**config.mk**
```make
export PLATFORM = sky130hd
export DESIGN_NAME = scl_timing_gen
export DESIGN_NICKNAME = d
export VERILOG_FILES = /design/src/rtl/scl_tg_pkg.sv /design/src/rtl/scl_tg_ctrl_reg.sv /design/src/rtl/scl_tg_phase_len.sv /design/src/rtl/scl_tg_phase_cnt.sv /design/src/rtl/scl_timing_gen.sv
export SDC_FILE = /design/constraint.sdc
export NUM_CORES = 1
export LEC_CHECK = 0
export ABC_AREA = 0
export BUFFER_PORTS_ARGS = -buffer_cell sky130_fd_sc_hd__buf_2
export CORE_MARGIN = 2
export CORE_UTILIZATION = 63
export DETAILED_ROUTE_END_ITERATION = 12
export PLACE_DENSITY = 0.93
export SYNTH_ARGS = -nofsm -noshare
export SYNTH_HDL_FRONTEND = slang
export SYNTH_SLANG_ARGS = --single-unit
```
**constraint.sdc**
```tcl
create_clock -name clk -period 6.57 [get_ports clk]
set_clock_uncertainty 0.2 [all_clocks]
set_input_delay 0.3285 -clock clk [delete_from_list [all_inputs] [get_ports clk]]
set_output_delay 0.3285 -clock clk [all_outputs]
set_load 0.03 [all_outputs]
```
**src/rtl/scl_tg_pkg.sv**
```systemverilog
package scl_tg_pkg;

   typedef enum logic {
      PH_LOW  = 1'b0,
      PH_HIGH = 1'b1
   } phase_e;

   localparam int unsigned DEF_WORD_W   = 16;
   localparam int unsigned DEF_CNT_W    = 12;
   localparam int unsigned DEF_MIN_STD  = 4;
   localparam int unsigned DEF_MIN_DUTY = 1;

   localparam int unsigned RATIO_FAST_LO = 2;
   localparam int unsigned RATIO_DUTY_HI = 9;
   localparam int unsigned RATIO_DUTY_LO = 16;

endpackage

```
**src/rtl/scl_tg_ctrl_reg.sv**
```systemverilog
module scl_tg_ctrl_reg #(
   parameter int unsigned WORD_W   = 16,
   parameter int unsigned CNT_W    = 12,
   parameter int unsigned MIN_STD  = 4,
   parameter int unsigned MIN_DUTY = 1
) (
   input  logic              clk,
   input  logic              rst_n,
   input  logic              wr_en,
   input  logic [WORD_W-1:0] wr_data,
   output logic              fast_q,
   output logic              duty_q,
   output logic [CNT_W-1:0]  count_q,
   output logic              err_q,
   output logic [WORD_W-1:0] word_q
);

   localparam int unsigned FAST_BIT = WORD_W - 1;
   localparam int unsigned DUTY_BIT = WORD_W - 2;
   localparam logic [CNT_W-1:0] MIN_STD_V  = CNT_W'(MIN_STD);
   localparam logic [CNT_W-1:0] MIN_DUTY_V = CNT_W'(MIN_DUTY);

   logic             wr_fast;
   logic             wr_duty;
   logic [CNT_W-1:0] wr_cnt;
   logic [CNT_W-1:0] wr_min;
   logic             wr_below;
   logic [CNT_W-1:0] wr_cnt_fixed;

   always_comb begin
      wr_fast      = wr_data[FAST_BIT];
      wr_duty      = wr_data[DUTY_BIT];
      wr_cnt       = wr_data[CNT_W-1:0];
      wr_min       = (wr_fast && wr_duty) ? MIN_DUTY_V : MIN_STD_V;
      wr_below     = (wr_cnt < wr_min);
      wr_cnt_fixed = wr_below ? wr_min : wr_cnt;
   end

   always_ff @(posedge clk or negedge rst_n) begin
      if (!rst_n) begin
         fast_q  <= 1'b0;
         duty_q  <= 1'b0;
         count_q <= '0;
         err_q   <= 1'b0;
      end else if (wr_en) begin
         fast_q  <= wr_fast;
         duty_q  <= wr_duty;
         count_q <= wr_cnt_fixed;
         if (wr_below) begin
            err_q <= 1'b1;
         end
      end
   end

   always_comb begin
      word_q                = '0;
      word_q[CNT_W-1:0]     = count_q;
      word_q[DUTY_BIT]      = duty_q;
      word_q[FAST_BIT]      = fast_q;
   end

endmodule

```
**src/rtl/scl_tg_phase_len.sv**
```systemverilog
module scl_tg_phase_len #(
   parameter int unsigned CNT_W          = 12,
   parameter int unsigned LEN_W          = 16,
   parameter int unsigned MIN_STD        = 4,
   parameter int unsigned MIN_DUTY       = 1,
   parameter bit          USE_SHIFT_ADD  = 1'b1
) (
   input  logic             fast,
   input  logic             duty,
   input  logic [CNT_W-1:0] count,
   output logic [LEN_W-1:0] hi_len,
   output logic [LEN_W-1:0] lo_len
);

   import scl_tg_pkg::*;

   localparam logic [CNT_W-1:0] MIN_STD_V  = CNT_W'(MIN_STD);
   localparam logic [CNT_W-1:0] MIN_DUTY_V = CNT_W'(MIN_DUTY);

   logic [CNT_W-1:0] mode_min;
   logic [CNT_W-1:0] eff_cnt;
   logic [LEN_W-1:0] base;
   logic [LEN_W-1:0] x2;
   logic [LEN_W-1:0] x9;
   logic [LEN_W-1:0] x16;

   always_comb begin
      mode_min = (fast && duty) ? MIN_DUTY_V : MIN_STD_V;
      eff_cnt  = (count < mode_min) ? mode_min : count;
      base     = LEN_W'(eff_cnt);
   end

   if (USE_SHIFT_ADD) begin : g_shift
      always_comb begin
         x2  = base << 1;
         x9  = (base << 3) + base;
         x16 = base << 4;
      end
   end else begin : g_mult
      always_comb begin
         x2  = base * LEN_W'(RATIO_FAST_LO);
         x9  = base * LEN_W'(RATIO_DUTY_HI);
         x16 = base * LEN_W'(RATIO_DUTY_LO);
      end
   end

   always_comb begin
      if (!fast) begin
         hi_len = base;
         lo_len = base;
      end else if (!duty) begin
         hi_len = base;
         lo_len = x2;
      end else begin
         hi_len = x9;
         lo_len = x16;
      end
   end

endmodule

```
**src/rtl/scl_tg_phase_cnt.sv**
```systemverilog
module scl_tg_phase_cnt #(
   parameter int unsigned LEN_W = 16
) (
   input  logic             clk,
   input  logic             rst_n,
   input  logic             enable,
   input  logic [LEN_W-1:0] next_hi_len,
   input  logic [LEN_W-1:0] next_lo_len,
   output logic             drive_low,
   output logic             rise_stb,
   output logic             fall_stb
);

   import scl_tg_pkg::*;

   localparam logic [LEN_W-1:0] ONE = LEN_W'(1);

   logic             running;
   phase_e           phase;
   logic [LEN_W-1:0] cnt;
   logic [LEN_W-1:0] cur_len;
   logic             at_last;

   always_comb begin
      at_last   = running && (cnt == (cur_len - ONE));
      rise_stb  = at_last && (phase == PH_LOW);
      fall_stb  = at_last && (phase == PH_HIGH);
      drive_low = running && (phase == PH_LOW);
   end

   always_ff @(posedge clk or negedge rst_n) begin
      if (!rst_n) begin
         running <= 1'b0;
         phase   <= PH_LOW;
         cnt     <= '0;
         cur_len <= ONE;
      end else if (!enable) begin
         running <= 1'b0;
         phase   <= PH_LOW;
         cnt     <= '0;
      end else if (!running) begin
         running <= 1'b1;
         phase   <= PH_LOW;
         cnt     <= '0;
         cur_len <= next_lo_len;
      end else if (at_last) begin
         cnt <= '0;
         if (phase == PH_LOW) begin
            phase   <= PH_HIGH;
            cur_len <= next_hi_len;
         end else begin
            phase   <= PH_LOW;
            cur_len <= next_lo_len;
         end
      end else begin
         cnt <= cnt + ONE;
      end
   end

endmodule

```
**src/rtl/scl_timing_gen.sv**
```systemverilog
module scl_timing_gen #(
   parameter int unsigned WORD_W        = scl_tg_pkg::DEF_WORD_W,
   parameter int unsigned CNT_W         = scl_tg_pkg::DEF_CNT_W,
   parameter int unsigned MIN_STD       = scl_tg_pkg::DEF_MIN_STD,
   parameter int unsigned MIN_DUTY      = scl_tg_pkg::DEF_MIN_DUTY,
   parameter bit          USE_SHIFT_ADD = 1'b1
) (
   input  logic              clk,
   input  logic              rst_n,
   input  logic              wr_en,
   input  logic [WORD_W-1:0] wr_data,
   input  logic              enable,
   output logic [WORD_W-1:0] ctrl_q,
   output logic              cfg_err,
   output logic              scl_drive_low,
   output logic              rise_stb,
   output logic              fall_stb
);

   localparam int unsigned LEN_W = CNT_W + 4;

   if (WORD_W < CNT_W + 3) begin : g_bad_word
      $error("scl_timing_gen: WORD_W must leave room for two mode bits and one reserved bit");
   end
   if (MIN_DUTY < 1 || MIN_STD < 1) begin : g_bad_min
      $error("scl_timing_gen: minimum counts must be at least 1");
   end
   if (MIN_STD >= (1 << CNT_W) || MIN_DUTY >= (1 << CNT_W)) begin : g_bad_min_w
      $error("scl_timing_gen: minimum counts must fit in CNT_W");
   end

   logic             fast_q;
   logic             duty_q;
   logic [CNT_W-1:0] count_q;
   logic [LEN_W-1:0] hi_len;
   logic [LEN_W-1:0] lo_len;

   scl_tg_ctrl_reg #(
      .WORD_W  (WORD_W),
      .CNT_W   (CNT_W),
      .MIN_STD (MIN_STD),
      .MIN_DUTY(MIN_DUTY)
   ) u_ctrl (
      .clk    (clk),
      .rst_n  (rst_n),
      .wr_en  (wr_en),
      .wr_data(wr_data),
      .fast_q (fast_q),
      .duty_q (duty_q),
      .count_q(count_q),
      .err_q  (cfg_err),
      .word_q (ctrl_q)
   );

   scl_tg_phase_len #(
      .CNT_W        (CNT_W),
      .LEN_W        (LEN_W),
      .MIN_STD      (MIN_STD),
      .MIN_DUTY     (MIN_DUTY),
      .USE_SHIFT_ADD(USE_SHIFT_ADD)
   ) u_len (
      .fast  (fast_q),
      .duty  (duty_q),
      .count (count_q),
      .hi_len(hi_len),
      .lo_len(lo_len)
   );

   scl_tg_phase_cnt #(
      .LEN_W(LEN_W)
   ) u_cnt (
      .clk        (clk),
      .rst_n      (rst_n),
      .enable     (enable),
      .next_hi_len(hi_len),
      .next_lo_len(lo_len),
      .drive_low  (scl_drive_low),
      .rise_stb   (rise_stb),
      .fall_stb   (fall_stb)
   );

endmodule

```
==> impl_metrics.ini, run 1 <==
[die]
die_x_um = 81.6
num_io_pins = 40
fp.dieArea_um2 = 6650
row_count = 28
initial_core_util_pct = 64.8
die_h_um = 81.6
coreArea_um2 = 5850

[worst_setup_path]
r2r_start = u_cnt.cur_len[2]$_DFFE_PN0P_
worstReg2RegEnd = u_cnt.cur_len[3]$_DFFE_PN0P_
r2r_slack_ps = 2430
endpoint_kind = register
critPathArrivalTime_ps = 4130
reg2reg_depth = 7
start_kind = register
crit_required_ps = 6560
crit_type = reg2reg
path_max_fanout = 14

[power_and_ir_drop]
ir_drop_uv = 144
power.density_nw_per_um2 = 233
leakagePower_nw = 1.70

[clock_network]
clock_path_buffers = 2
cts_sinks = 49
cts_tree = yes
cts-root-buf = clkbuf_8
clk_latency_ps = 310
clkTransAtPathRegs_ps = 100
post_cts_buffers = 0
numCtsBuffers = 5
htreeDepth = 2

[global_routing]
antenna_found_initial = 0
grt_max_degree = 50
grt_pass1_vias = 3142
grt_overflow = 0
grt_use_total_pct = 26.8
grt_pass1_wl_um = 14000

[finish]
drive_gt1_share_pct = 16.9
fin_nets = 476
fin_area_um2 = 4000
area_growth_pct = 5.58
diodes = 0

[placement]
portBuffers = 35
place_congestion = 0.921
dp_hpwl_um = 6150
placed_area_um2 = 3880

[sta]
tightest_slew_ps = 1060
timing.fmax_ghz = 0.241
finalSetupViolCount = 0
min_period_over_period_pct = 63.1
drv_slew = 0
slew_headroom_pct = 29.6
tns_ps = 0
rsz0062_at_grt = no
hold_viol = 5
holdWs_ps = -2.60
period_needed_ps = 4140

[min_path]
hold_path_class = in2async

[drt]
wl_met1_um = 3620
wl_per_cell_um = 15.8
drtIter0Drc = 143
ant_nets = 0
vias = 3228
routed_wirelength_um = 8210
drc = 0
top_layer = met4
dr.pass1.iters = 4
via_per_inst = 6.21
wl_met3_um = 335
wl_met2_um = 4050

[status]
run_status = finished, violations left
violations = hold timing

[synth]
yosysSeqAreaShare_pct = 32.4
syn_avg_cell_area_um2 = 8.71
synth_async_sr_flop_share_pct = 100
synth_cell_types = 67
post-synth-top-count-cell = dfrtp_1
synth_area_leaders = dfrtp_1 (32%), xnor2_1 (4.9%), mux2_2 (4.5%), nor2_1 (4.4%), ha_1 (3.6%)
synth_commonest_cells = dfrtp_1 (48), nor2_1 (44), nand2_1 (31)
yosysWarnings = 0
syn_inst = 435
synth_top_area_cell = dfrtp_1
ys.flop_type = dfrtp_1
synth_top_cell_area_share_pct = 31.7
synth_edf_count = 0
syn_area_um2 = 3790
ys_ff_latch = 49

[job]
max_cap_violations = 0
-- through the flow --
stage / power, mW / setup slack (ps) / cells / utilization (%)
finish: 0.934 / 2430 / 520 / 68.4
global route: 0.994 / 2270 / 520 / 68.4
CTS: 0.932 / 2430 / 520 / 68.4
detailed placement: 0.716 / 2440 / 511 / 66.4
global placement: 0.700 / 2490 / 511 / 66.4
floorplan: 0.649 / 2920 / 436 / -
-- cell usage in the layout (no fill, tap or decap), types with 9 or more instances in the layout --
| cell type | n |
|---|---|
| o21ai_0 | 24 |
| nor3_1 | 9 |
| nor2_1 | 44 |
| dfrtp_1 | 48 |
| ha_1 | 11 |
| nand2_1 | 31 |
| xnor2_1 | 21 |
| inv_1 | 17 |
| buf_2 | 35 |
| a21oi_1 | 17 |
| xor2_1 | 13 |
| mux2_2 | 15 |
| nand3_1 | 15 |
-- repair_timing --
item / CTS / global route
gates resized for setup: 0 / 0
endpoints found under the setup margin: 0 / 0
hold endpoints to repair: 1 / 0
hold buffers: 1 / 0
-- worst max-delay path, cell delays in order, from the launching register on --
cell and delay (ps):
dfrtp_1 470, or4_4 600, or4_4 540, a2111oi_4 370
nand3_1 150, or3_1 500, o31ai_4 780, mux2_2 410
-- report_power, final --
group / switching (mW) / internal [mW]
Combinational: 0.174 / 0.143
Sequential: 0.0658 / 0.333
Clock: 0.105 / 0.113
-- flip-flops by register name, indices dropped and copies added (netlist names) --
register        cells
u_cnt.cur_len      16
u_ctrl.count_q     12
u_cnt.phase         1
u_ctrl.duty_q       1
u_cnt.running       1
u_ctrl.fast_q       1
u_cnt.cnt          16
u_ctrl.err_q        1
-- per-layer routing --
metal / GRT usage (%) / vias up
met2: 45.2 / 97
met4: 10.5 / 0
met1: 34.4 / 1525
li1: - / 1583
met5: 0 / -
met3: 4.40 / 23
-- layout make-up --
type / count / area, µm²
Clock buffer: 6 / 72.6
Clock inverter: 2 / 35.0
Fill cell: 465 / 1850
Inverter: 18 / 67.6
Multi-Input combinational cell: 334 / 2320
Sequential cell: 49 / 1230
Tap cell: 75 / 93.8
Timing Repair Buffer: 36 / 185
-- how the worst max path moves through the flow --
stage | startpoint | endpoint | slack [ps] | cells after the start
final | u_cnt.cur_len[2]$_DFFE_PN0P_ | u_cnt.cur_len[3]$_DFFE_PN0P_ | 2430 | 7
after global routing | u_cnt.cur_len[2]$_DFFE_PN0P_ | u_cnt.cur_len[3]$_DFFE_PN0P_ | 2270 | 7
after CTS | u_cnt.cur_len[2]$_DFFE_PN0P_ | u_cnt.cur_len[3]$_DFFE_PN0P_ | 2430 | 7
after detailed placement | u_cnt.cur_len[2]$_DFFE_PN0P_ | u_cnt.cur_len[2]$_DFFE_PN0P_ | 2440 | 7
after global placement | u_cnt.cur_len[2]$_DFFE_PN0P_ | u_cnt.cur_len[2]$_DFFE_PN0P_ | 2490 | 7
after floorplan | u_cnt.cur_len[2]$_DFFE_PN0P_ | u_cnt.cur_len[10]$_DFFE_PN0P_ | 2920 | 10
-- logic make-up (layout without fill, tap and decap cells) --
kind of cell    after synthesis  after routing  share of synthesized area (%)
simple gates                151            151                           20.1
compound gates              105            105                           19.5
buf+inv                      53             62                           6.50
flops                        49             49                           32.4
xor+xnor                     34             34                           7.86
mux                          30             30                           9.34
fa+ha+maj                    12             12                           4.16
other cells                   1              2                         0.0989
No activity file was read; power rests on OpenSTA's default activity.
==> inputs of run 2 (changes only) <==
- CORE_UTILIZATION: 63 -> 60
- PLACE_DENSITY: 0.93 -> 0.89
- clock period: 6.57 -> 4 ns (I/O delays scaled with it)
==> impl_metrics.ini, run 2 (synthesis gave the netlist of run 1 again) <==
[job]
max_cap_violations = 0

[placement]
dp_hpwl_um = 6340
dp_slack_ps = 255
placed_area_um2 = 3990
place_congestion = 0.891
portBuffers = 35

[sta]
holdWs_ps = 20.9
drv_slew = 0
period_needed_ps = 3700
finalSetupViolCount = 0
hold_viol = 0
setup_slack_ps = 296
min_period_over_period_pct = 92.6
rsz0062_at_grt = no
timing.fmax_ghz = 0.270
tns_ps = 0
tightest_slew_ps = 1050
slew_headroom_pct = 30.3

[die]
fp.dieArea_um2 = 6970
initial_core_util_pct = 62.9
row_count = 28
num_io_pins = 40
die_h_um = 83.5
die_x_um = 83.5
coreArea_um2 = 6030

[finish]
fin_area_um2 = 4230
final-seq-area_um2 = 1230
layout_common_cells = dfrtp_1 (47), nor2_1 (44), buf_2 (35), nand2_1 (31), o21ai_0 (24)
area_growth_pct = 11.7
diodes = 0
drive_gt1_share_pct = 19.3
reg_top3 = u_cnt.cnt: 16 flops, u_cnt.cur_len: 16 flops, u_ctrl.count_q: 12 flops
final_common_cell = dfrtp_1
multi_input_area_um2 = 2330
fin_nets = 502
final.fill_count = 455

[clock_network]
clock_path_buffers = 2
cts_sinks = 49
post_cts_buffers = 0
numCtsBuffers = 5
cts_tree = yes
cts-root-buf = clkbuf_8
htreeDepth = 2
clk_latency_ps = 300
clkTransAtPathRegs_ps = 100

[worst_setup_path]
reg2reg_depth = 13
worstReg2RegEnd = u_cnt.cur_len[9]$_DFFE_PN0P_
path_max_fanout = 8
critPathArrivalTime_ps = 3690
r2r_slack_ps = 300
cpMostUsedCell = a21oi_1
max_stage_delay_ps = 490
cp_slowest_cell = dfrtp_2
endpoint_kind = register
path_cells = nor4_2, nand4_1, a21oi_1, inv_1, ha_1, fa_1, a21oi_1, o21bai_1, a2111oi_1, a211oi_1, mux2_2, o221ai_1, mux2_4
startpoint = u_ctrl.count_q[8]$_DFFE_PN0P_
r2r_start = u_ctrl.count_q[8]$_DFFE_PN0P_
crit_required_ps = 3990
start_kind = register
crit_type = reg2reg

[status]
run_status = finished clean

[global_routing]
grt_pass1_wl_um = 15100
grt_use_total_pct = 25.8
antenna_found_initial = 0
grt_overflow = 0
grt_pass1_vias = 3233
grt_max_degree = 50

[drt]
routed_wirelength_um = 8830
dr.pass1.iters = 5
via_per_inst = 6.25
wl_per_cell_um = 16.2
vias = 3411
drc = 0
ant_nets = 0
drtIter0Drc = 199

[min_path]
hold_end = u_ctrl.count_q[0]$_DFFE_PN0P_
hold_depth = 3
hold_path_class = in2reg
hp-start = wr_data[0]

[power_and_ir_drop]
ir_drop_uv = 206
leakagePower_nw = 1.81
power_mw = 1.52
power.density_nw_per_um2 = 359
[run 2: worst max path at each step]
| stage | slack [ps] | endpoint | depth (start not counted) |
|---|---|---|---|
| 6_report | 300 | u_cnt.cur_len[9]$_DFFE_PN0P_ | 13 |
| 5_1_grt | 20 | u_cnt.cur_len[9]$_DFFE_PN0P_ | 13 |
| 4_1_cts | 240 | u_cnt.cur_len[9]$_DFFE_PN0P_ | 13 |
| 3_5_place_dp | 260 | u_cnt.cur_len[9]$_DFFE_PN0P_ | 13 |
| 3_3_place_gp | 350 | u_cnt.cur_len[1]$_DFFE_PN0P_ | 8 |
| 2_1_floorplan | 350 | u_cnt.cur_len[10]$_DFFE_PN0P_ | 10 |
[run 2: per-stage QoR]
step | std cells | utilization, %
6_report | 546 | 70.2
2_1_floorplan | 436 | -
5_1_grt | 546 | 70.2
3_5_place_dp | 524 | 66.3
3_3_place_gp | 524 | 66.3
4_1_cts | 546 | 70.1
[run 2: area by class of cell]
class / count / area share (%)
Clock buffer: 5 / 1.63
Clock inverter: 3 / 0.503
Inverter: 18 / 1.60
Multi-Input combinational cell: 334 / 55.0
Sequential cell: 49 / 29.0
Tap cell: 75 / 2.22
Timing Repair Buffer: 62 / 10.1
[run 2: repair_timing]
item	4_1_cts	5_1_grt
setup endpoints to repair	0	2
hold buffers	14	0
gates resized for setup	0	3
hold endpoints to repair	62	0
[run 2: where the power goes]
group          switching (mW)  internal (mW)
Combinational           0.329          0.262
Sequential             0.0781          0.548
Clock                   0.178          0.125
Total                   0.585          0.934
[run 2: critical path, delay by kind of cell (launching register included)]
| family | cells | cell delay, ps |
|---|---|---|
| muxes | 2 | 520 |
| AOI/OAI and AO/OA | 6 | 1160 |
| adders and majority gates | 2 | 630 |
| and+or+nand+nor | 2 | 490 |
| DFF | 1 | 490 |
| buffers and inverters | 1 | 100 |
[run 2: per-layer routing]
layer | vias to the layer above | wire length, µm | track usage (%)
met4 | 0 | 182 | 7.33
met5 | - | 0 | 0
met1 | 1619 | 3740 | 32.6
met3 | 25 | 518 | 3.76
li1 | 1631 | - | -
met2 | 136 | 4400 | 46.0
